==> src/rtl/mixcol_pkg.sv <==
package mixcol_pkg;

  typedef enum logic [1:0] {
    ST_IDLE = 2'd0,
    ST_QUAD = 2'd1,
    ST_OCT  = 2'd2,
    ST_COMB = 2'd3
  } mixState_t;

  typedef struct packed {
    logic loadIn;
    logic stage4;
    logic stage8;
    logic writeFwd;
    logic writeInv;
  } mixStrobes_t;

endpackage

==> src/rtl/mixcol_dbl.sv <==
module mixcol_dbl #(
  parameter int LANES = 4,
  parameter int BYTE_W = 8,
  parameter logic [BYTE_W-1:0] POLY = 8'h1B,
  localparam int COL_W = LANES * BYTE_W
) (
  input  logic [COL_W-1:0] wordIn,
  output logic [COL_W-1:0] wordOut
);

  for (genvar ln = 0; ln < LANES; ln++) begin : g_lane
    localparam int LO = ln * BYTE_W;
    logic [BYTE_W-1:0] laneIn;
    assign laneIn = wordIn[LO +: BYTE_W];
    assign wordOut[LO +: BYTE_W] = {laneIn[BYTE_W-2:0], 1'b0}
                                   ^ (laneIn[BYTE_W-1] ? POLY : '0);
  end

endmodule

==> src/rtl/mixcol_ctrl.sv <==
module mixcol_ctrl
  import mixcol_pkg::*;
(
  input  logic        clk,
  input  logic        rstN,
  input  logic        start,
  input  logic        inverse,
  output mixStrobes_t strobes,
  output logic        busy
);

  mixState_t state, stateNext;

  always_comb begin
    strobes   = '0;
    stateNext = state;
    unique case (state)
      ST_IDLE: begin
        if (start && !inverse) begin
          strobes.loadIn   = 1'b1;
          strobes.writeFwd = 1'b1;
        end else if (start && inverse) begin
          strobes.loadIn = 1'b1;
          stateNext      = ST_QUAD;
        end
      end
      ST_QUAD: begin
        strobes.stage4 = 1'b1;
        stateNext      = ST_OCT;
      end
      ST_OCT: begin
        strobes.stage8 = 1'b1;
        stateNext      = ST_COMB;
      end
      ST_COMB: begin
        strobes.writeInv = 1'b1;
        stateNext        = ST_IDLE;
      end
      default: stateNext = ST_IDLE;
    endcase
  end

  always_ff @(posedge clk) begin
    if (!rstN) state <= ST_IDLE;
    else       state <= stateNext;
  end

  assign busy = (state != ST_IDLE);

  // while an inverse runs, no new load or forward write may be issued
  a_r8_no_accept_busy: assert property (@(posedge clk) disable iff (!rstN)
    busy |-> !strobes.loadIn && !strobes.writeFwd);

  // the combine step always comes two steps after the quad step
  a_r6_inv_sequence: assert property (@(posedge clk) disable iff (!rstN)
    strobes.stage4 |=> strobes.stage8 ##1 strobes.writeInv);

endmodule

==> src/rtl/mixcol_dp.sv <==
module mixcol_dp
  import mixcol_pkg::*;
#(
  parameter int LANES = 4,
  parameter int BYTE_W = 8,
  parameter logic [BYTE_W-1:0] POLY = 8'h1B,
  localparam int COL_W = LANES * BYTE_W
) (
  input  logic             clk,
  input  logic             rstN,
  input  mixStrobes_t      strobes,
  input  logic [COL_W-1:0] colIn,
  output logic [COL_W-1:0] colOut,
  output logic             done
);

  logic [COL_W-1:0] xReg, d2Reg, d4Reg, d8Reg, resReg;
  logic [COL_W-1:0] dblIn, dblOut;
  logic [COL_W-1:0] fwdMix, invMix;
  logic [COL_W-1:0] m9, mB, mD, mE;
  logic             doneReg;

  function automatic logic [COL_W-1:0] rotLanes(input logic [COL_W-1:0] w,
                                                input int k);
    logic [COL_W-1:0] r;
    r = '0;
    for (int i = 0; i < LANES; i++)
      r[i*BYTE_W +: BYTE_W] = w[((i + k) % LANES)*BYTE_W +: BYTE_W];
    return r;
  endfunction

  always_comb begin
    if (strobes.stage4)      dblIn = d2Reg;
    else if (strobes.stage8) dblIn = d4Reg;
    else                     dblIn = colIn;
  end

  mixcol_dbl #(.LANES(LANES), .BYTE_W(BYTE_W), .POLY(POLY)) u_dbl (
    .wordIn (dblIn),
    .wordOut(dblOut)
  );

  always_comb begin
    fwdMix = dblOut ^ rotLanes(dblOut ^ colIn, 1)
           ^ rotLanes(colIn, 2) ^ rotLanes(colIn, 3);
    m9 = d8Reg ^ xReg;
    mB = d8Reg ^ d2Reg ^ xReg;
    mD = d8Reg ^ d4Reg ^ xReg;
    mE = d8Reg ^ d4Reg ^ d2Reg;
    invMix = mE ^ rotLanes(mB, 1) ^ rotLanes(mD, 2) ^ rotLanes(m9, 3);
  end

  always_ff @(posedge clk) begin
    if (!rstN) begin
      xReg    <= '0;
      d2Reg   <= '0;
      d4Reg   <= '0;
      d8Reg   <= '0;
      resReg  <= '0;
      doneReg <= 1'b0;
    end else begin
      if (strobes.loadIn) begin
        xReg  <= colIn;
        d2Reg <= dblOut;
      end
      if (strobes.stage4) d4Reg <= dblOut;
      if (strobes.stage8) d8Reg <= dblOut;
      if (strobes.writeFwd)      resReg <= fwdMix;
      else if (strobes.writeInv) resReg <= invMix;
      doneReg <= strobes.writeFwd | strobes.writeInv;
    end
  end

  assign colOut = resReg;
  assign done   = doneReg;

  // the captured column does not move while the inverse steps run
  a_r8_capture_held: assert property (@(posedge clk) disable iff (!rstN)
    (strobes.stage4 || strobes.stage8) |=> $stable(xReg));

endmodule

==> src/rtl/mixcol_unit.sv <==
module mixcol_unit #(
  parameter int LANES = 4,
  parameter int BYTE_W = 8,
  parameter logic [BYTE_W-1:0] POLY = 8'h1B,
  localparam int COL_W = LANES * BYTE_W
) (
  input  logic             clk,
  input  logic             rstN,
  input  logic             start,
  input  logic             inverse,
  input  logic [COL_W-1:0] colIn,
  output logic [COL_W-1:0] colOut,
  output logic             done
);

  mixcol_pkg::mixStrobes_t strobes;
  logic busy;

  mixcol_ctrl u_ctrl (
    .clk    (clk),
    .rstN   (rstN),
    .start  (start),
    .inverse(inverse),
    .strobes(strobes),
    .busy   (busy)
  );

  mixcol_dp #(.LANES(LANES), .BYTE_W(BYTE_W), .POLY(POLY)) u_dp (
    .clk    (clk),
    .rstN   (rstN),
    .strobes(strobes),
    .colIn  (colIn),
    .colOut (colOut),
    .done   (done)
  );

  // an idle forward start completes right after the sampling edge
  a_r4_fwd_one_step: assert property (@(posedge clk) disable iff (!rstN)
    (!busy && start && !inverse) |=> done);

  // an idle inverse start shows no completion on the next edge
  a_r6_inv_not_early: assert property (@(posedge clk) disable iff (!rstN)
    (!busy && start && inverse) |=> (busy && !done));

  // the result only changes together with a done pulse
  a_r7_result_held: assert property (@(posedge clk) disable iff (!rstN)
    !done |-> $stable(colOut));

  // an inverse completion is a single-cycle pulse
  a_r7_inv_pulse: assert property (@(posedge clk) disable iff (!rstN)
    (done && !$past(start)) |=> (!done || $past(start && !busy)));

endmodule

==> config.mk <==
export PLATFORM = sky130hd
export DESIGN_NAME = mixcol_unit
export DESIGN_NICKNAME = d
export VERILOG_FILES = /design/src/rtl/mixcol_pkg.sv /design/src/rtl/mixcol_dbl.sv /design/src/rtl/mixcol_ctrl.sv /design/src/rtl/mixcol_dp.sv /design/src/rtl/mixcol_unit.sv
export SDC_FILE = /design/constraint.sdc
export NUM_CORES = 1
export LEC_CHECK = 0
export BUFFER_PORTS_ARGS = -buffer_cell sky130_fd_sc_hd__buf_2
export CORE_UTILIZATION = 30
export CTS_BUF_LIST = sky130_fd_sc_hd__clkbuf_16
export CTS_CLUSTER_SIZE = 24
export DETAILED_ROUTE_END_ITERATION = 8
export SYNTH_ARGS = -nofsm -noshare
export SYNTH_HDL_FRONTEND = slang
export SYNTH_SLANG_ARGS = --single-unit
==> constraint.sdc <==
create_clock -name clk -period 3 [get_ports clk]
set_input_delay 0.15 -clock clk [delete_from_list [all_inputs] [get_ports clk]]
set_output_delay 0.15 -clock clk [all_outputs]
set_load 0.01 [all_outputs]
======== Yosys cells after proc, flatten, opt, wreduce, memory -nomap -nowiden ========
Cells that the tools add are included.
W data, S select, Z words.
cells by class
  equal/unequal tests ..................... 5
  muxes and demuxes ....................... 19
  bitwise operators ....................... 18
  reductions and logical operators ........ 6
operators with widths
  operator              number
  $xor A32 B32 Y32      13
  $mux W32              4
  $xor A8 B5 Y8         3
  $mux W5               4
  $mux W1               8
  $pmux W2 S4           1
  $xor A8 B8 Y8         1
  $eq A2 B2 Y1 const B  2
  $mux W2               2
  $eq A2 B1 Y1 const B  1
  $logic_and A1 B1 Y1   2
  $logic_not A2 Y1      1
  $ne A2 B1 Y1 const B  1
  $ne A2 B2 Y1 const B  1
  $reduce_and A2 Y1     1
  $reduce_bool A2 Y1    1
  $logic_not A1 Y1      1
  $or A1 B1 Y1          1
word-level totals
  register bits ........................... 163
  input bits .............................. 36
  output and inout bits ................... 33
  logic and storage cells ................. 55

======== Logic depth before layout (Yosys ltp) ========
  depth in word-level cells ............... 11
  mapped depth ............................ 11
  mapped depth without buffers ............ 7

======== Cells and area by module ========
From an unflattened synthesis, not the netlist that was laid out.
second synthesis, totals
  cells, all modules ...................... 942
  area total of the unflattened synthesis .. 9566.7 µm²
modules (own cells, without submodules)
  module       times used  cells an instance  area each (µm²)  seq. area each (µm²)
  mixcol_dp    1           889                9128.8           3223.1
  mixcol_dbl   1           32                 255.2            0.0
  mixcol_ctrl  1           21                 182.7            40.0

======== Worst setup path after synthesis ========
OpenSTA, ideal clock, no wires.
  path kind ............................... register to register
  start ................................... register u_ctrl.state[0]
  end ..................................... register u_dp.resReg[12] (netlist: u_dp.colOut[12])
  arrival time ............................ 2308 ps
  setup slack ............................. 597 ps
  cell stages (with the launch flop) ...... 11
  period minus slack after synthesis ...... 2403 ps
  cells stage by stage .................... dfxtp_1 > inv_1 > ha_1 > buf_6 > buf_12 > buf_12 > mux2i_1 > o21ai_0 > xor2_1 > xor3_1 > a221oi_1
between the ends
  longest elaborated chain between the ends .. 11
  elaborated cells on any way between the ends .. 20
  classes of those cells .................. 3 x eq/ne; 9 x mux; 6 x bitwise; 2 x reduce/logical
ends and longest elaborated chain
  element                        RTL line           text
  start: declaration             mixcol_ctrl.sv:12  mixState_t state, stateNext;
  start signal: assignment       mixcol_ctrl.sv:45  else state <= stateNext;
  $eq A2 B2 Y1                   mixcol_ctrl.sv:17  unique case (state)
  $mux W1                        mixcol_ctrl.sv:17
  $mux W32                       mixcol_dp.sv:34    else if (strobes.stage8) dblIn = d4Reg;
  $mux W32                       mixcol_dp.sv:33    if (strobes.stage4) dblIn = d2Reg;
  $mux W5                        mixcol_dbl.sv:16   ^ (laneIn[BYTE_W-1] ? POLY : '0);
  $xor A8 B5 Y8                  mixcol_dbl.sv:16
  $xor A32 B32 Y32 (2 in a row)  mixcol_dp.sv:44    fwdMix = dblOut ^ rotLanes(dblOut ^ colIn, 1)
  $xor A32 B32 Y32 (2 in a row)  mixcol_dp.sv:45    ^ rotLanes(colIn, 2) ^ rotLanes(colIn, 3);
  $mux W32                       mixcol_dp.sv:68    if (strobes.writeFwd) resReg <= fwdMix;
  end signal: assignment         mixcol_dp.sv:68
  end signal: assignment         mixcol_dp.sv:69    else if (strobes.writeInv) resReg <= invMix;
  end: declaration               mixcol_dp.sv:17    logic [COL_W-1:0] xReg, d2Reg, d4Reg, d8Reg, resReg;
Several ways; a longest one is shown, not always the timed one.
A chain may end at the register's enable or synchronous reset.

======== Final worst setup path ========
Same ends and word-level chain as after synthesis.

==> reports/metrics.yaml <==
status:
  outcome: "finished clean"
place:
  place_area_sq_um: 10400
  place_hpwl_mm: 18.1
  port_buffers: 68
  finalWeightedCongestion: 0.825
  place_inst: 1434
power:
  finalPower_mw: 13.7
  switching_share: 0.400
  power_frac_comb: 0.609
  p_leak_nw: 4.21
  p_int_mw: 8.23
  seqPwrFrac: 0.249
  powerDensity_nw_per_um2: 1260
  p_switching_mw: 5.49
  ir_drop_mv: 0.618
  p_clk_frac: 0.143
sta:
  setup_violations: 0
  period_share: 0.918
  worst_slew_pin_slew_ps: 865
  drv_slew: 0
  tns_ps: 0
  rsz0062_at_grt: "false"
  fin_worst_skew_ps: 8.64
  timing.fmax_ghz: 0.363
  relSlewSlack: 0.424
  finalCriticalPeriod_ps: 2750
  finalHoldViolCount: 0
  whs_ps: 12.3
logic_synthesis:
  synth_common_cells: "dfxtp_1 (163), xnor2_1 (153), nand2_1 (148)"
  synth_edf_count: 0
  ys_ff_latch: 163
  seq_area_frac_synth: 0.340
  netlist_instances: 1002
  ys.flop_type: "dfxtp_1"
  yosys.area.top_type: "dfxtp_1"
  synth_area_sq_um: 9590
  synth_compound_area_frac: 0.133
  synthArstFlopShare: 0
  synth_xor_area_frac: 0.312
  yosysMostFrequentCell: "dfxtp_1"
  yosys.area.top_type_share: 0.340
  synth_top_family_by_area: "XOR/XNOR gates"
  synthesis.nets: 1043
  synth-simple-area-share: 0.105
  synthAdderAreaFrac: 0.00652
  yosys-mux-area-fraction: 0.0686
  yosys-top-cells-area: "dfxtp_1 (34%), xnor2_1 (14%), xnor3_1 (10%), nand2_1 (5.8%), a21oi_1 (5.1%)"
  synthDistinctLibCells: 39
  yosys_warnings: 0
  syn_avg_cell_area_sq_um: 9.57
worst_setup_path:
  cp-end-kind: "register"
  crit_arrival_ps: 3090
  cp_max_fo: 52
  cp_data_required_time_ps: 3330
  path_class: "reg -> reg"
  start_kind: "register"
clock_tree:
  clockBufferDepth: 2
  cts_tree: "done"
  htreeDepth: 4
  clock_sinks: 163
  cts_resized: 0
  numCtsBuffers: 17
  cts-root-buf: "clkbuf_16"
  clk_latency_ps: 430
  clk_pin_slew_ps: 60
finish:
  drive_gt1_frac: 0.130
  n_fill_cell: 3195
  nets: 1093
  stdcell_area_sq_um: 10900
  n_antenna_cell: 0
  areaGrowthSynthToFinish_pct: 13.8
  final_cell_count_no_fill: 1463
floorplanning:
  floorplan.initialDensity: 0.305
  dieArea_sq_um: 32700
  core_area_sq_um: 31500
  die_w_um: 181
  die_h_um: 181
  io_pins: 69
  placementRows: 65
routing:
  postRouteAntennaNets: 0
  drt_iter0_markers: 458
  wirelength_mm: 25.6
  routedWlPerCell_um: 17.5
  drc: 0
  dr.pass1.iters: 4
  vias: 7034
  vias_per_cell: 4.81
global_routing:
  grt_max_degree: 73
  grt_pass1_vias: 6908
  grt_use_total: 0.161
  antenna_found_initial: 0
  grt_pass1_wl_mm: 40.5
  grt.overflow.total: 0
flow_run:
  maxCapViolCount: 0
worst_hold_path:
  holdCritPathClass: "in -> reg"
[through the flow]
stage	worst slack [ps]	util
3_3_place_gp	385	0.330
2_1_floorplan	597	-
3_5_place_dp	260	0.330
5_1_grt	5.91	0.347
4_1_cts	244	0.347
6_report	245	0.347
[layer usage]
metal | global-route usage | up-vias | wire length [um]
li1 | - | 3496 | -
met1 | 0.216 | 3365 | 11900
met2 | 0.262 | 157 | 12200
met3 | 0.0381 | 16 | 1280
met4 | 0.0366 | 0 | 242
met5 | 0 | - | 0
[layout make-up]
type                       count  area [sq um]  share of cell area
multi-input combinational    768          6030               0.552
sequential                   163          3260               0.299
timing repair buffer          97           598              0.0548
tap                          402           503              0.0461
clock buffer                  17           425              0.0390
clock inverter                11          76.3             0.00699
inverter                       5          21.3             0.00195
[final timing paths]
path                         from         endpoint  slack, ps  depth (start not counted)
setup / recovery  u_ctrl.state[0]  u_dp.colOut[12]        250                          8
hold / removal           colIn[5]     u_dp.xReg[5]         10                          3
setup reg to reg  u_ctrl.state[0]  u_dp.colOut[12]        250                          8
hold reg to reg    u_dp.d2Reg[30]   u_dp.d2Reg[30]        480                          2
[power groups by stage]
stage               logic [mW]  clock network (mW)  registers (mW)
floorplan                 6.64                   0            3.31
global placement          8.30                   0            3.43
detailed placement        8.35                   0            3.44
CTS                       8.43                2.01            3.40
global route              9.11                2.10            3.48
finish                    8.35                1.96            3.41
[sequential cells by signal, indices dropped and copies added (netlist names)]
register / count
u_dp.xReg: 32
u_dp.done: 1
u_ctrl.state: 2
u_dp.d2Reg: 32
u_dp.colOut: 32
u_dp.d8Reg: 32
u_dp.d4Reg: 32
[timing repair]
action / in CTS / in global routing
hold endpoints to repair: 1 / 0
hold buffers: 1 / 0
setup buffers: 0 / 0
[kinds of logic after synthesis]
logic type,after synthesis
and+or+nand+nor,248
DFF,163
adders and majority gates,5
buffers and inverters,71
AOI/OAI and AO/OA,206
muxes,57
xor gates and xnor gates,252
[cells in the final DEF, fill, tap and decap left out, types with 11 or more instances in the layout]
| cell type | n |
|---|---|
| buf_2 | 68 |
| xor3_1 | 11 |
| xnor3_1 | 44 |
| buf_4 | 25 |
| a21oi_1 | 98 |
| a211oi_1 | 38 |
| xnor2_1 | 153 |
| xor2_1 | 42 |
| nand2_1 | 147 |
| nand2b_1 | 21 |
| mux2i_1 | 47 |
| a221oi_1 | 25 |
| clkbuf_16 | 17 |
| dfxtp_1 | 163 |
| o21ai_0 | 26 |
| nor2_1 | 69 |
[critical path, cell delays in order (launching register included)]
cell,delay (ps)
dfxtp_1,350
inv_1,170
ha_4,240
buf_12,290
mux2i_1,110
o21ai_0,220
xor2_1,520
xor3_1,420
a221oi_1,290
Note: power is estimated with default switching activity, not from simulation.
